`config.mk`:
```
export PLATFORM = sky130hd
export DESIGN_NAME = dac_group_latch
export DESIGN_NICKNAME = d
export VERILOG_FILES = /design/src/rtl/dgl_pkg.sv /design/src/rtl/dgl_edge_det.sv /design/src/rtl/dgl_chan.sv /design/src/rtl/dgl_update_ctrl.sv /design/src/rtl/dac_group_latch.sv
export SDC_FILE = /design/constraint.sdc
export NUM_CORES = 1
export LEC_CHECK = 0
export ABC_AREA = 0
export BUFFER_PORTS_ARGS = -buffer_cell sky130_fd_sc_hd__buf_2
export CAP_MARGIN = 20
export CORE_MARGIN = 2
export CORE_UTILIZATION = 45
export CTS_CLUSTER_DIAMETER = 50
export CTS_CLUSTER_SIZE = 12
export DETAILED_ROUTE_END_ITERATION = 8
export PLACE_DENSITY_LB_ADDON = 0.05
export RECOVER_POWER = 25
export SETUP_SLACK_MARGIN = 0.1
export SLEW_MARGIN = 5
export SYNTH_ARGS = -nofsm -noshare
export SYNTH_HDL_FRONTEND = slang
export SYNTH_SLANG_ARGS = --single-unit
```
`constraint.sdc`:
```
create_clock -name clk -period 5.9 [get_ports clk]
set_input_delay 0.885 -clock clk [delete_from_list [all_inputs] [get_ports clk]]
set_output_delay 0.885 -clock clk [all_outputs]
set_load 0.05 [all_outputs]
```
`src/rtl/dgl_pkg.sv`:
```
package dgl_pkg;

  // Trigger choice per channel; values 2 and 3 both select the timer edge.
  typedef enum logic [1:0] {
    LSEL_IMM   = 2'd0,
    LSEL_WR    = 2'd1,
    LSEL_TMR   = 2'd2,
    LSEL_TMR_B = 2'd3
  } lsel_e;

  // Packed layout: [3:2] load-select, [1] group, [0] enable.
  typedef struct packed {
    lsel_e lsel;
    logic  grp;
    logic  en;
  } chan_ctrl_t;

  localparam int CTRL_W = 4;
  localparam int NCH    = 2;

endpackage

```
`src/rtl/dgl_edge_det.sv`:
```
module dgl_edge_det (
  input  logic clk,
  input  logic rst_n,
  input  logic din,
  output logic rise
);

  logic din_q;
  logic din_n;

  always_comb begin
    din_n = din;
  end

  always_ff @(posedge clk or negedge rst_n) begin
    if (!rst_n) begin
      din_q <= 1'b0;
    end else begin
      din_q <= din_n;
    end
  end

  assign rise = din & ~din_q;

endmodule

```
`src/rtl/dgl_chan.sv`:
```
module dgl_chan
  import dgl_pkg::*;
#(
  parameter int DATA_W = 12
) (
  input  logic              clk,
  input  logic              rst_n,
  input  logic              dat_we,
  input  logic              ctl_we,
  input  logic [DATA_W-1:0] wdata,
  input  logic              load,
  input  logic              load_from_bus,
  output chan_ctrl_t        ctrl_q,
  output logic              pend_q,
  output logic [DATA_W-1:0] code_q,
  output logic              upd_q
);

  logic [DATA_W-1:0] data_q;
  logic [DATA_W-1:0] code_n;
  chan_ctrl_t        ctrl_n;
  logic              pend_n;

  // Next-state logic
  always_comb begin
    ctrl_n = chan_ctrl_t'(wdata[CTRL_W-1:0]);
    code_n = load_from_bus ? wdata : data_q;
    if (dat_we) begin
      // a write survives unless this very load consumed it
      pend_n = !(load && load_from_bus);
    end else if (load) begin
      pend_n = 1'b0;
    end else begin
      pend_n = pend_q;
    end
  end

  // Data register with write enable
  always_ff @(posedge clk or negedge rst_n) begin
    if (!rst_n) begin
      data_q <= '0;
    end else if (dat_we) begin
      data_q <= wdata;
    end
  end

  // Control register with write enable
  always_ff @(posedge clk or negedge rst_n) begin
    if (!rst_n) begin
      ctrl_q <= '0;
    end else if (ctl_we) begin
      ctrl_q <= ctrl_n;
    end
  end

  // Output code register with load enable
  always_ff @(posedge clk or negedge rst_n) begin
    if (!rst_n) begin
      code_q <= '0;
    end else if (load) begin
      code_q <= code_n;
    end
  end

  // Pending flag and strobe
  always_ff @(posedge clk or negedge rst_n) begin
    if (!rst_n) begin
      pend_q <= 1'b0;
      upd_q  <= 1'b0;
    end else begin
      pend_q <= pend_n;
      upd_q  <= load;
    end
  end

endmodule

```
`src/rtl/dgl_update_ctrl.sv`:
```
module dgl_update_ctrl
  import dgl_pkg::*;
(
  input  chan_ctrl_t       ctrl0,
  input  chan_ctrl_t       ctrl1,
  input  logic [NCH-1:0]   pend,
  input  logic [NCH-1:0]   dat_we,
  input  logic             trig_rise,
  output logic [NCH-1:0]   load,
  output logic [NCH-1:0]   from_bus,
  output logic             grouped
);

  chan_ctrl_t cs [NCH];
  logic       both_en;
  logic       pend_all;

  function automatic logic solo_load(input chan_ctrl_t c, input logic we,
                                     input logic rise);
    logic r;
    case (c.lsel)
      LSEL_IMM: r = we;
      LSEL_WR:  r = we & c.en;
      default:  r = rise & c.en;
    endcase
    return r;
  endfunction

  always_comb begin
    cs[0]    = ctrl0;
    cs[1]    = ctrl1;
    load     = '0;
    from_bus = '0;
    grouped  = ctrl0.grp && (ctrl0.lsel != LSEL_IMM) && (ctrl1.lsel != LSEL_IMM);
    both_en  = ctrl0.en && ctrl1.en;
    pend_all = (pend[0] | dat_we[0]) && (pend[1] | dat_we[1]);
    if (grouped) begin
      if (both_en) begin
        if (ctrl1.lsel == LSEL_WR) begin
          if ((|dat_we) && pend_all) begin
            load     = '1;
            from_bus = dat_we;
          end
        end else if (trig_rise && (&pend)) begin
          load = '1;
        end
      end
    end else begin
      for (int i = 0; i < NCH; i++) begin
        load[i]     = solo_load(cs[i], dat_we[i], trig_rise);
        from_bus[i] = dat_we[i] && (cs[i].lsel == LSEL_IMM || cs[i].lsel == LSEL_WR);
      end
    end
  end

endmodule

```
`src/rtl/dac_group_latch.sv`:
```
module dac_group_latch
  import dgl_pkg::*;
#(
  parameter int DATA_W = 12
) (
  input  logic              clk,
  input  logic              rst_n,
  input  logic              wr_en,
  input  logic [1:0]        wr_addr,
  input  logic [DATA_W-1:0] wr_data,
  input  logic              tmr_trig,
  output logic [DATA_W-1:0] dac0_code,
  output logic [DATA_W-1:0] dac1_code,
  output logic              dac0_upd,
  output logic              dac1_upd
);

  logic [NCH-1:0]    dat_we;
  logic [NCH-1:0]    ctl_we;
  logic [NCH-1:0]    load;
  logic [NCH-1:0]    from_bus;
  logic [NCH-1:0]    pend;
  logic [NCH-1:0]    upd;
  chan_ctrl_t        ctrl [NCH];
  logic [DATA_W-1:0] code [NCH];
  logic              trig_rise;
  logic              grouped;

  // Address decode: bit 1 picks the channel, bit 0 picks control over data.
  always_comb begin
    for (int i = 0; i < NCH; i++) begin
      dat_we[i] = wr_en && (wr_addr[1] == 1'(i)) && !wr_addr[0];
      ctl_we[i] = wr_en && (wr_addr[1] == 1'(i)) &&  wr_addr[0];
    end
  end

  dgl_edge_det u_edge (
    .clk   (clk),
    .rst_n (rst_n),
    .din   (tmr_trig),
    .rise  (trig_rise)
  );

  dgl_update_ctrl u_ctrl (
    .ctrl0     (ctrl[0]),
    .ctrl1     (ctrl[1]),
    .pend      (pend),
    .dat_we    (dat_we),
    .trig_rise (trig_rise),
    .load      (load),
    .from_bus  (from_bus),
    .grouped   (grouped)
  );

  for (genvar gi = 0; gi < NCH; gi++) begin : g_ch
    dgl_chan #(.DATA_W(DATA_W)) u_ch (
      .clk           (clk),
      .rst_n         (rst_n),
      .dat_we        (dat_we[gi]),
      .ctl_we        (ctl_we[gi]),
      .wdata         (wr_data),
      .load          (load[gi]),
      .load_from_bus (from_bus[gi]),
      .ctrl_q        (ctrl[gi]),
      .pend_q        (pend[gi]),
      .code_q        (code[gi]),
      .upd_q         (upd[gi])
    );
  end

  assign dac0_code = code[0];
  assign dac1_code = code[1];
  assign dac0_upd  = upd[0];
  assign dac1_upd  = upd[1];

endmodule

```
==> results of run 1 <==
## final cells by class
class,count,area [um2]
fill,498,2659
sequential,60,1501
multi-input combinational,113,1169
timing repair buffer,47,240.2
clock buffer,11,141.4
tap,75,93.84
clock inverter,4,73.82
inverter,2,7.507
## cells in the mapped netlist
master	n	area [um2]
mux2_4	10	150.1
a21oi_1	4	20.02
a31o_2	1	8.760
inv_1	2	7.510
nand4bb_1	1	11.26
nand3_1	3	15.01
nor2b_1	3	18.77
a21o_1	1	7.510
nand4b_1	1	8.760
o221ai_1	1	8.760
mux2_1	1	11.26
nand3b_1	2	15.01
or2b_1	1	7.510
nor3b_2	1	12.51
a31oi_1	2	12.51
a22o_1	2	17.52
buf_6	1	11.26
dfrtp_1	60	1501
o21a_1	1	7.510
nor2_1	1	3.750
buf_2	3	15.01
mux2_2	70	788.3
clkbuf_1	2	7.510
nand4_1	1	6.260
a311o_1	1	10.01
nor3_1	3	15.01
or2_2	2	12.51
## power groups by stage
stage	combinational, W	sequential [W]	clock [W]
floorplan	0.000198	0.000907	0
global placement	0.000630	0.000613	0
detailed placement	0.000640	0.000620	0
CTS	0.000640	0.000614	0.000416
global route	0.000665	0.000631	0.000432
finish	0.000632	0.000613	0.000406
## metal layers
metal	track usage [%]	up-vias
met5	0	-
met4	10.50	0
met3	4.396	13
met2	27.05	60
met1	21.79	828
li1	-	770
## path summary, 6_finish.rpt
path | depth (start not counted) | endpoint | from | slack [ns]
hold reg to reg | 1 | g_ch[0].u_ch.data_q[11] | g_ch[0].u_ch.data_q[11] | 0.50
max in group clk | 5 | g_ch[1].u_ch.code_q[5] | wr_addr[1] | 2.97
hold / removal | 1 | g_ch[0].u_ch.data_q[11] | g_ch[0].u_ch.data_q[11] | 0.50
min in group asynchronous | 2 | g_ch[1].u_ch.code_q[2] | rst_n | 1.69
setup / recovery | 2 | g_ch[0].u_ch.pend_q | rst_n | 2.42
setup reg to reg | 5 | g_ch[1].u_ch.code_q[7] | g_ch[1].u_ch.pend_q | 3.53
## stage by stage
| stage | util [%] | instance area (um2) | cells | setup WS, ns | power, W |
|---|---|---|---|---|---|
| 3_3_place_gp | 51.25 | 3017 | 297 | 2.747 | 0.001243 |
| 2_1_floorplan | - | 2711 | 181 | 3.364 | 0.001105 |
| 6_report | 54.83 | 3227 | 312 | 2.421 | 0.001651 |
| 4_1_cts | 54.91 | 3232 | 312 | 3.057 | 0.001669 |
| 5_1_grt | 54.83 | 3227 | 312 | 1.670 | 0.001728 |
| 3_5_place_dp | 51.25 | 3017 | 297 | 2.680 | 0.001259 |
## state kept, by name, summed over array words and instances (netlist names)
register          count
u_edge.din_q          1
g_ch.u_ch.data_q     24
g_ch.u_ch.code_q     24
g_ch.u_ch.pend_q      2
g_ch.u_ch.ctrl_q      7
g_ch.u_ch.upd_q       2
## kinds of logic after synthesis
kind of cell,Yosys count
mux,81
flops,60
simple gates,19
compound gates,13
buf+inv,8
==> run summary, run 1 <==
Final setup viols -> 0
Drt pass-1 iters -> 4
Post-CTS setup buffers -> 0
Share of cells above drive strength 1 -> 60.34%
Vias in the first global route -> 1703
Length of routed wiring on met1 -> 2245 um
Mapped Area -> 0.002711 mm2
Worst Path Buf+Inv -> 2
CP delay by family, top -> buffers and inverters
Worst path slowest cell -> clkbuf_1
Adder-cell share of the synthesized area -> 0%
Most frequent cells in the layout -> mux2_2, dfrtp_1, buf_2, mux2_4, clkbuf_8
Ant. Diodes -> 0
P_sw -> 0.0006486 W
Xor/xnor share of the synthesized area -> 0%
CORE AREA -> 0.005886 mm2
Worst slew pin tran -> 3.176 ns
Metal3 WL -> 337 um
Worst Path Required -> 5.64 ns
Most common cell after layout, fill and taps aside -> mux2_2
Yosys warns -> 0
Critical Path End Type -> asynchronous set/reset pin
Status -> complete, but fails checks
Combinational power share -> 38.3%
CTS resizes -> 0
Syn_area_per_cell -> 14.98 um2
Power per cell area -> 511.6 mW/mm2
Simple-gate share of the synthesized area -> 4.661%
Worst Hold Class -> register to register
Port bufs -> 43
Initial Util -> 46.07%
Fin crit period -> 3.479 ns
Failing checks -> max-capacitance violations, max-slew violations
Congestion Overflow GR -> 0
Compound-Gate Fraction of Synth Area -> 3.415%
Max VDD drop -> 0.2910 mV
Die H -> 81.62 um
Crit path cell chain -> buf_2, clkbuf_1
TritonCTS buffer count -> 9
Iter 0 DRT Violations -> 69
Dpl hpwl -> 3498 um
Sw frac -> 39.29%
CP startpoint kind -> input pin
Die footprint -> 0.006662 mm2
Vias post-DR -> 1671
Clock group share of total power -> 24.6%
RePlAce Congestion -> 0.8696
Synth Register Bits -> 60
CTS root buf -> clkbuf_8
Yosys cell types -> 27
Total track usage -> 17.36%
Clk Latency, worst-skew pair -> 0.34 ns
Max cap viols -> 1
CTS Hold Bufs -> 0
Largest family of logic cells by synthesized area -> multiplexers
Syn nets -> 199
Met2 WL -> 2543 um
Total Routed Length -> 5244 um
RSZ-0062 raised after global routing -> no
Mux contribution to synthesized area -> 35.03%
Fin. Hold Viols -> 0
First-pass GRT wire length -> 8411 um
P_int -> 0.001002 W
Peak Freq -> 0.2874 GHz
DRC -> 0
Initial antenna violation count -> 0
Deepest clock path buffer count -> 2
H-Tree Depth -> 3
Final hold slack -> 0.5001 ns
Clock sink count -> 60
Sequential element share of the synthesized area -> 55.38%
Die width -> 81.62 um
Uppermost routed layer -> met4
Slew margin rel. -> -111.7%
Fin nets -> 251
IO Pins -> 44
Routed Antenna Nets -> 0
CTS tree -> done
Cell Rows -> 28
Cells after synthesis -> 181
Clock transition at path regs -> 0.06 ns
Wire per inst -> 16.81 um
P&R area growth vs syn -> 19.01%
Clk_skew -> 0.007089 ns
Largest net degree at the start of global routing -> 61
Static Leak -> 1.482 nW
Arrival @ worst endpoint -> 3.22 ns
Vias/cell -> 5.356
WS Path Type -> input pin to asynchronous set/reset pin
Sum Neg Setup Slack -> 0 ns
Final period utilization -> 58.97%
CP max FO -> 60
Slew Limit Fails -> 61
Flop pwr share -> 37.1%
CP peak stage delay -> 2.23 ns
No activity file was read; power rests on OpenSTA's default activity.
==> run 2, diff against run 1 <==
clock period = 3.3 ns   (was 5.9 ns; I/O delays follow)
==> run 2 against run 1 <==
Net effect:
- the flow still finishes with violations (max-capacitance violations, max-slew violations)
- die area unchanged
- routed wire length is 3.1% higher
- clock-buffer cell count stayed put
- sequential share of layout area did not move
- first-iteration DRC count increased by 19%
- clock skew about the same
- critical endpoint is now g_ch[1].u_ch.code_q[1]
- largest power group unchanged
==> run summary, run 2 (synthesis results as in run 1) <==
Sum Neg Setup Slack -> 0 ns
Clk Latency, worst-skew pair -> 0.33 ns
Fin crit period -> 2.382 ns
Dpl ws -> 0.6767 ns
Post-CTS setup buffers -> 0
Most common cell after layout, fill and taps aside -> mux2_2
Layout fillers -> 504
CTS tree -> done
Crit path cell chain -> clkbuf_1, mux2_1, nand3_1, a311o_1, buf_4, mux2_4, mux2_2
Slew Limit Fails -> 29
RePlAce Congestion -> 0.9699
CP startpoint kind -> input pin
Arrival @ worst endpoint -> 2.59 ns
DRC -> 0
IO Pins -> 44
Sw frac -> 40.10%
CORE AREA -> 0.005886 mm2
Biggest regs -> g_ch.u_ch.code_q x24, g_ch.u_ch.data_q x24, g_ch.u_ch.ctrl_q x7
Vias post-DR -> 1696
Status -> complete, but fails checks
P&R area growth vs syn -> 19.01%
Combinational power share -> 39.2%
Final setup margin -> 0.9180 ns
Most frequent cells in the layout -> mux2_2, dfrtp_1, buf_2, clkbuf_8, mux2_4
Share of cells above drive strength 1 -> 60.83%
Final setup viols -> 0
Vias in the first global route -> 1724
Fin nets -> 253
RSZ-0062 raised after global routing -> no
Final period utilization -> 72.18%
Largest net degree at the start of global routing -> 34
TritonCTS buffer count -> 9
Ant. Diodes -> 0
First-pass GRT wire length -> 8721 um
Total Routed Length -> 5404 um
Critical Path End Type -> register
Power per cell area -> 898.1 mW/mm2
CP max FO -> 7
Cell Rows -> 28
Port bufs -> 43
Initial antenna violation count -> 0
Wire per inst -> 17.16 um
Total Power -> 0.002898 W
P_int -> 0.001736 W
Total track usage -> 18.11%
Die H -> 81.62 um
Worst Hold Class -> input pin to register
Clock transition at path regs -> 0.06 ns
Deepest clock path buffer count -> 2
Vias/cell -> 5.384
Worst Path Required -> 3.51 ns
Congestion Overflow GR -> 0
Die width -> 81.62 um
Initial Util -> 46.07%
Static Leak -> 1.488 nW
Failing checks -> max-capacitance violations, max-slew violations
WS Path Type -> input pin to register
P_sw -> 0.001162 W
Worst slew pin tran -> 1.507 ns
Routed Antenna Nets -> 0
CTS resizes -> 0
Clock sink count -> 60
Peak Freq -> 0.4198 GHz
Slew margin rel. -> -0.4807%
Core Util, Final -> 54.83%
Flop pwr share -> 37.9%
CP peak stage delay -> 0.49 ns
Fin. Hold Viols -> 0
Drt pass-1 iters -> 5
Final hold slack -> 0.2823 ns
Clock group share of total power -> 22.9%
Max cap viols -> 1
CTS root buf -> clkbuf_8
H-Tree Depth -> 3
Dpl hpwl -> 3708 um
Iter 0 DRT Violations -> 82
Clk_skew -> 0.007218 ns
Die footprint -> 0.006662 mm2
CTS Hold Bufs -> 0
Worst path slowest cell -> a311o_1
Max VDD drop -> 0.6113 mV
run 2: final cells by class:
class / instances / area (um2) / area share [%]
Clock buffer: 11 / 151.4 / 4.692
Clock inverter: 5 / 50.05 / 1.551
Inverter: 2 / 7.507 / 0.2326
Multi-Input combinational cell: 113 / 1169 / 36.22
Sequential cell: 60 / 1501 / 46.53
Tap cell: 75 / 93.84 / 2.908
Timing Repair Buffer: 49 / 254.0 / 7.871
run 2: power by group through the flow:
stage                     Sequential (W)  Combinational [W]  Clock (W)
final                            0.00110            0.00114   0.000664
after floorplan                  0.00162           0.000354          0
after global routing             0.00113            0.00120   0.000716
after detailed placement         0.00111            0.00115          0
after global placement           0.00110            0.00113          0
after CTS                        0.00110            0.00115   0.000682
run 2: final timing paths:
kind / to / startpoint / slack, ns / cells after the start
min: u_edge.din_q / tmr_trig / 0.28 / 1
max reg2reg: g_ch[1].u_ch.code_q[1] / g_ch[1].u_ch.pend_q / 0.96 / 6
min in group asynchronous: g_ch[0].u_ch.ctrl_q[0] / rst_n / 0.52 / 1
max: g_ch[1].u_ch.code_q[1] / wr_addr[1] / 0.92 / 7
min reg2reg: g_ch[0].u_ch.data_q[7] / g_ch[0].u_ch.data_q[7] / 0.50 / 1
max in group asynchronous: g_ch[1].u_ch.data_q[4] / rst_n / 1.61 / 2
run 2: through the flow:
stage          instances  area (um2)
2_1_floorplan        181        2711
3_3_place_gp         299        3032
3_5_place_dp         299        3032
5_1_grt              315        3227
4_1_cts              315        3233
6_report             315        3227
run 2: worst max-delay path: cells and delay by family:
kind / cells / cell delay, ns
simple gates: 1 / 0.15
mux: 3 / 0.96
compound gates: 1 / 0.49
buf+inv: 2 / 0.50
run 2: per-layer routing:
layer	part of all wire, %	vias up	GRT usage [%]	wire length, um
met5	0	-	0	0
met4	1.8	0	7.500	96
met3	5.9	9	5.714	321
met2	48	47	28.20	2595
met1	44	863	23.53	2391
li1	-	777	-	-
==> run 3, diff against run 2 <==
ABC_AREA = 1   (was 0)
clock period = 2 ns   (was 3.3 ns; I/O delays follow)
==> run 3 against run 2 <==
Net effect:
- the run now ends clean
- sequential power grew 61%
- register-to-register slack lost 0.64 ns
- synthesized cell count grew 89%
- hold slack lost 0.20 ns
- final area grew 1.2%
- clock skew grew 0.00099 ns
- combinational power grew 57%
==> run summary, run 3 <==
Ant. Diodes -> 0
DRC -> 0
Initial antenna violation count -> 0
Max VDD drop -> 0.8266 mV
H-Tree Depth -> 3
CP startpoint kind -> register
Yosys cell types -> 21
TritonCTS buffer count -> 9
Die H -> 83.50 um
Syn nets -> 360
Clk_skew -> 0.008208 ns
CP max FO -> 13
Sequential element share of the synthesized area -> 52.79%
Worst path slowest cell -> dfrtp_1
Final period utilization -> 84.21%
Vias post-DR -> 2326
Setup crit start -> g_ch[1].u_ch.ctrl_q[3]
Clock group share of total power -> 20.8%
P_sw -> 0.002026 W
Fin nets -> 407
CTS root buf -> clkbuf_8
Total track usage -> 20.46%
Congestion Overflow GR -> 0
Combinational power share -> 39.8%
Most common cell in the netlist -> nand2_1
Clk Latency, worst-skew pair -> 0.34 ns
Sw frac -> 44.99%
Length of routed wiring on met1 -> 3149 um
Syn_area_per_cell -> 8.316 um2
Vias in the first global route -> 2181
Clock transition at path regs -> 0.07 ns
Mapped Area -> 0.002844 mm2
Worst Path Buf+Inv -> 2
WS Path Type -> register to register
Share of cells above drive strength 1 -> 18.02%
Cells after synthesis -> 342
Fin. Hold Viols -> 0
Power per cell area -> 1379 mW/mm2
Met2 WL -> 3145 um
Largest net degree at the start of global routing -> 40
EDFF count, synth -> 0
Most common cell after layout, fill and taps aside -> nand2_1
Core Util, Final -> 54.19%
CTS tree -> done
Worst slew pin tran -> 1.376 ns
Total Routed Length -> 6582 um
Routed Antenna Nets -> 0
Deepest clock path buffer count -> 2
Worst Hold Class -> input pin to register
Reg2reg setup slack -> 0.32 ns
Share of the synthesized area in the top cell type -> 52.79%
RePlAce Congestion -> 0.7692
Sum Neg Setup Slack -> 0 ns
RSZ-0062 raised after global routing -> no
Arrival @ worst endpoint -> 1.96 ns
Port bufs -> 43
Cell taking the most area after synthesis -> dfrtp_1
Clock sink count -> 60
Fin crit period -> 1.684 ns
Yosys warns -> 0
Die width -> 83.50 um
Most frequent cells in the layout -> nand2_1, dfrtp_1, nand3_1, buf_2, inv_1
Cell Rows -> 28
Drt pass-1 iters -> 4
Max cap viols -> 0
First-pass GRT wire length -> 11100 um
Wire per inst -> 14.03 um
Metal3 WL -> 260 um
Synth async-reset ratio -> 100.0%
Worst Path Required -> 2.28 ns
CP delay by family, top -> simple AND/OR/NAND/NOR gates
P&R area growth vs syn -> 14.83%
Dpl hpwl -> 4477 um
Iter 0 DRT Violations -> 156
Uppermost routed layer -> met4
Initial Util -> 47.20%
P_int -> 0.002477 W
Final setup viols -> 0
Reg-to-Reg End -> g_ch[0].u_ch.code_q[1]
Synth Register Bits -> 60
CORE AREA -> 0.006026 mm2
Worst setup path end -> g_ch[0].u_ch.code_q[1]
Static Leak -> 1.786 nW
Post-synth top cells -> nand2_1, dfrtp_1, nand3_1
Length in cells of the worst reg-to-reg path -> 9
Critical Path End Type -> register
Crit path cell chain -> nor2_1, inv_1, nand3_4, clkinv_2, nand2_2, nand2_2, nand2_1, nand3_1, nand2_1
Slew margin rel. -> 8.293%
Biggest regs -> g_ch.u_ch.code_q x24, g_ch.u_ch.data_q x24, g_ch.u_ch.ctrl_q x7
Flop pwr share -> 39.3%
Dominant cells by area after synthesis -> dfrtp_1, nand2_1, nand3_1
CP peak stage delay -> 0.44 ns
Slew Limit Fails -> 0
CP Depth -> 9
Die footprint -> 0.006972 mm2
Top FF cell, synth -> dfrtp_1
Status -> finished, final reports clean
IO Pins -> 44
Vias/cell -> 4.959
Peak Freq -> 0.5938 GHz
RR Startpoint -> g_ch[1].u_ch.ctrl_q[3]
-- run 3: cell count changes in the layout (fill, tap and decap cells not counted), sizes merged, moves of 3 or more --
cell,previous run,this run
nand2,0,120
mux2,81,0
nand3,3,48
inv,2,40
o21ai,0,31
nand3b,2,12
nor2,1,7
clkbuf,14,19
nor2b,3,0
nor3,3,0
-- run 3: repair_timing --
action,CTS,global route
setup buffers,0,0
gates resized for setup,0,1
endpoints found under the setup margin,0,13
hold buffers,1,0
hold endpoints to repair,21,0
-- run 3: worst min path at each step --
stage / start / cells after the start / slack, ns / endpoint
after floorplan: rst_n / 0 / 0.004 / g_ch[0].u_ch.code_q[0]
after global placement: rst_n / 1 / 0.32 / u_edge.din_q
after detailed placement: rst_n / 1 / 0.34 / u_edge.din_q
after CTS: tmr_trig / 1 / 0.06 / u_edge.din_q
after global routing: tmr_trig / 1 / 0.07 / u_edge.din_q
final: tmr_trig / 1 / 0.08 / u_edge.din_q
-- run 3: cells by family after synthesis --
kind of cell	synth area share [%]
simple gates	31.02
buf+inv	9.194
compound gates	6.995
flops	52.79
-- run 3: per-layer routing --
metal  track usage (%)  vias to the layer above
li1                  -                     1177
met1             27.82                     1101
met2             31.74                       46
met3             4.847                        2
met4             8.211                        0
met5                 0                        -
-- run 3: final cells by class --
cell class	instances	area, um2
Multi-Input combinational cell	226	1074
Sequential cell	60	1501
Timing Repair Buffer	51	279.0
Clock inverter	2	10.01
Clock buffer	14	152.6
Tap cell	75	93.84
Fill cell	608	2760
Inverter	41	155.1
-- run 3: power groups by stage --
stage	clock [W]	sequential, W	combinational [W]
finish	0.000937	0.00177	0.00179
global route	0.00103	0.00181	0.00193
CTS	0.000971	0.00177	0.00182
detailed placement	0	0.00179	0.00181
global placement	0	0.00179	0.00179
floorplan	0	0.00261	0.000554
-- run 3: worst reg2reg max path, cell delays in order, from the launching register on --
cell and delay [ns]:
dfrtp_1 0.44, nor2_1 0.18, inv_1 0.10, nand3_4 0.11, clkinv_2 0.11, nand2_2 0.19, nand2_2 0.22, nand2_1 0.12
nand3_1 0.09, nand2_1 0.07
-- run 3: metrics by stage --
stage / hold slack [ns] / total power (W) / worst slack, ns / area [um2] / std cells
2_1_floorplan: 0.004409 / 0.003167 / 0.6306 / 2844 / 342
5_1_grt: 0.06914 / 0.004775 / 0.07995 / 3266 / 469
6_report: 0.08064 / 0.004503 / 0.3159 / 3266 / 469
4_1_cts: 0.06027 / 0.004558 / 0.1691 / 3284 / 469
3_3_place_gp: 0.3230 / 0.003582 / 0.2127 / 3112 / 452
3_5_place_dp: 0.3357 / 0.003599 / 0.2074 / 3112 / 452
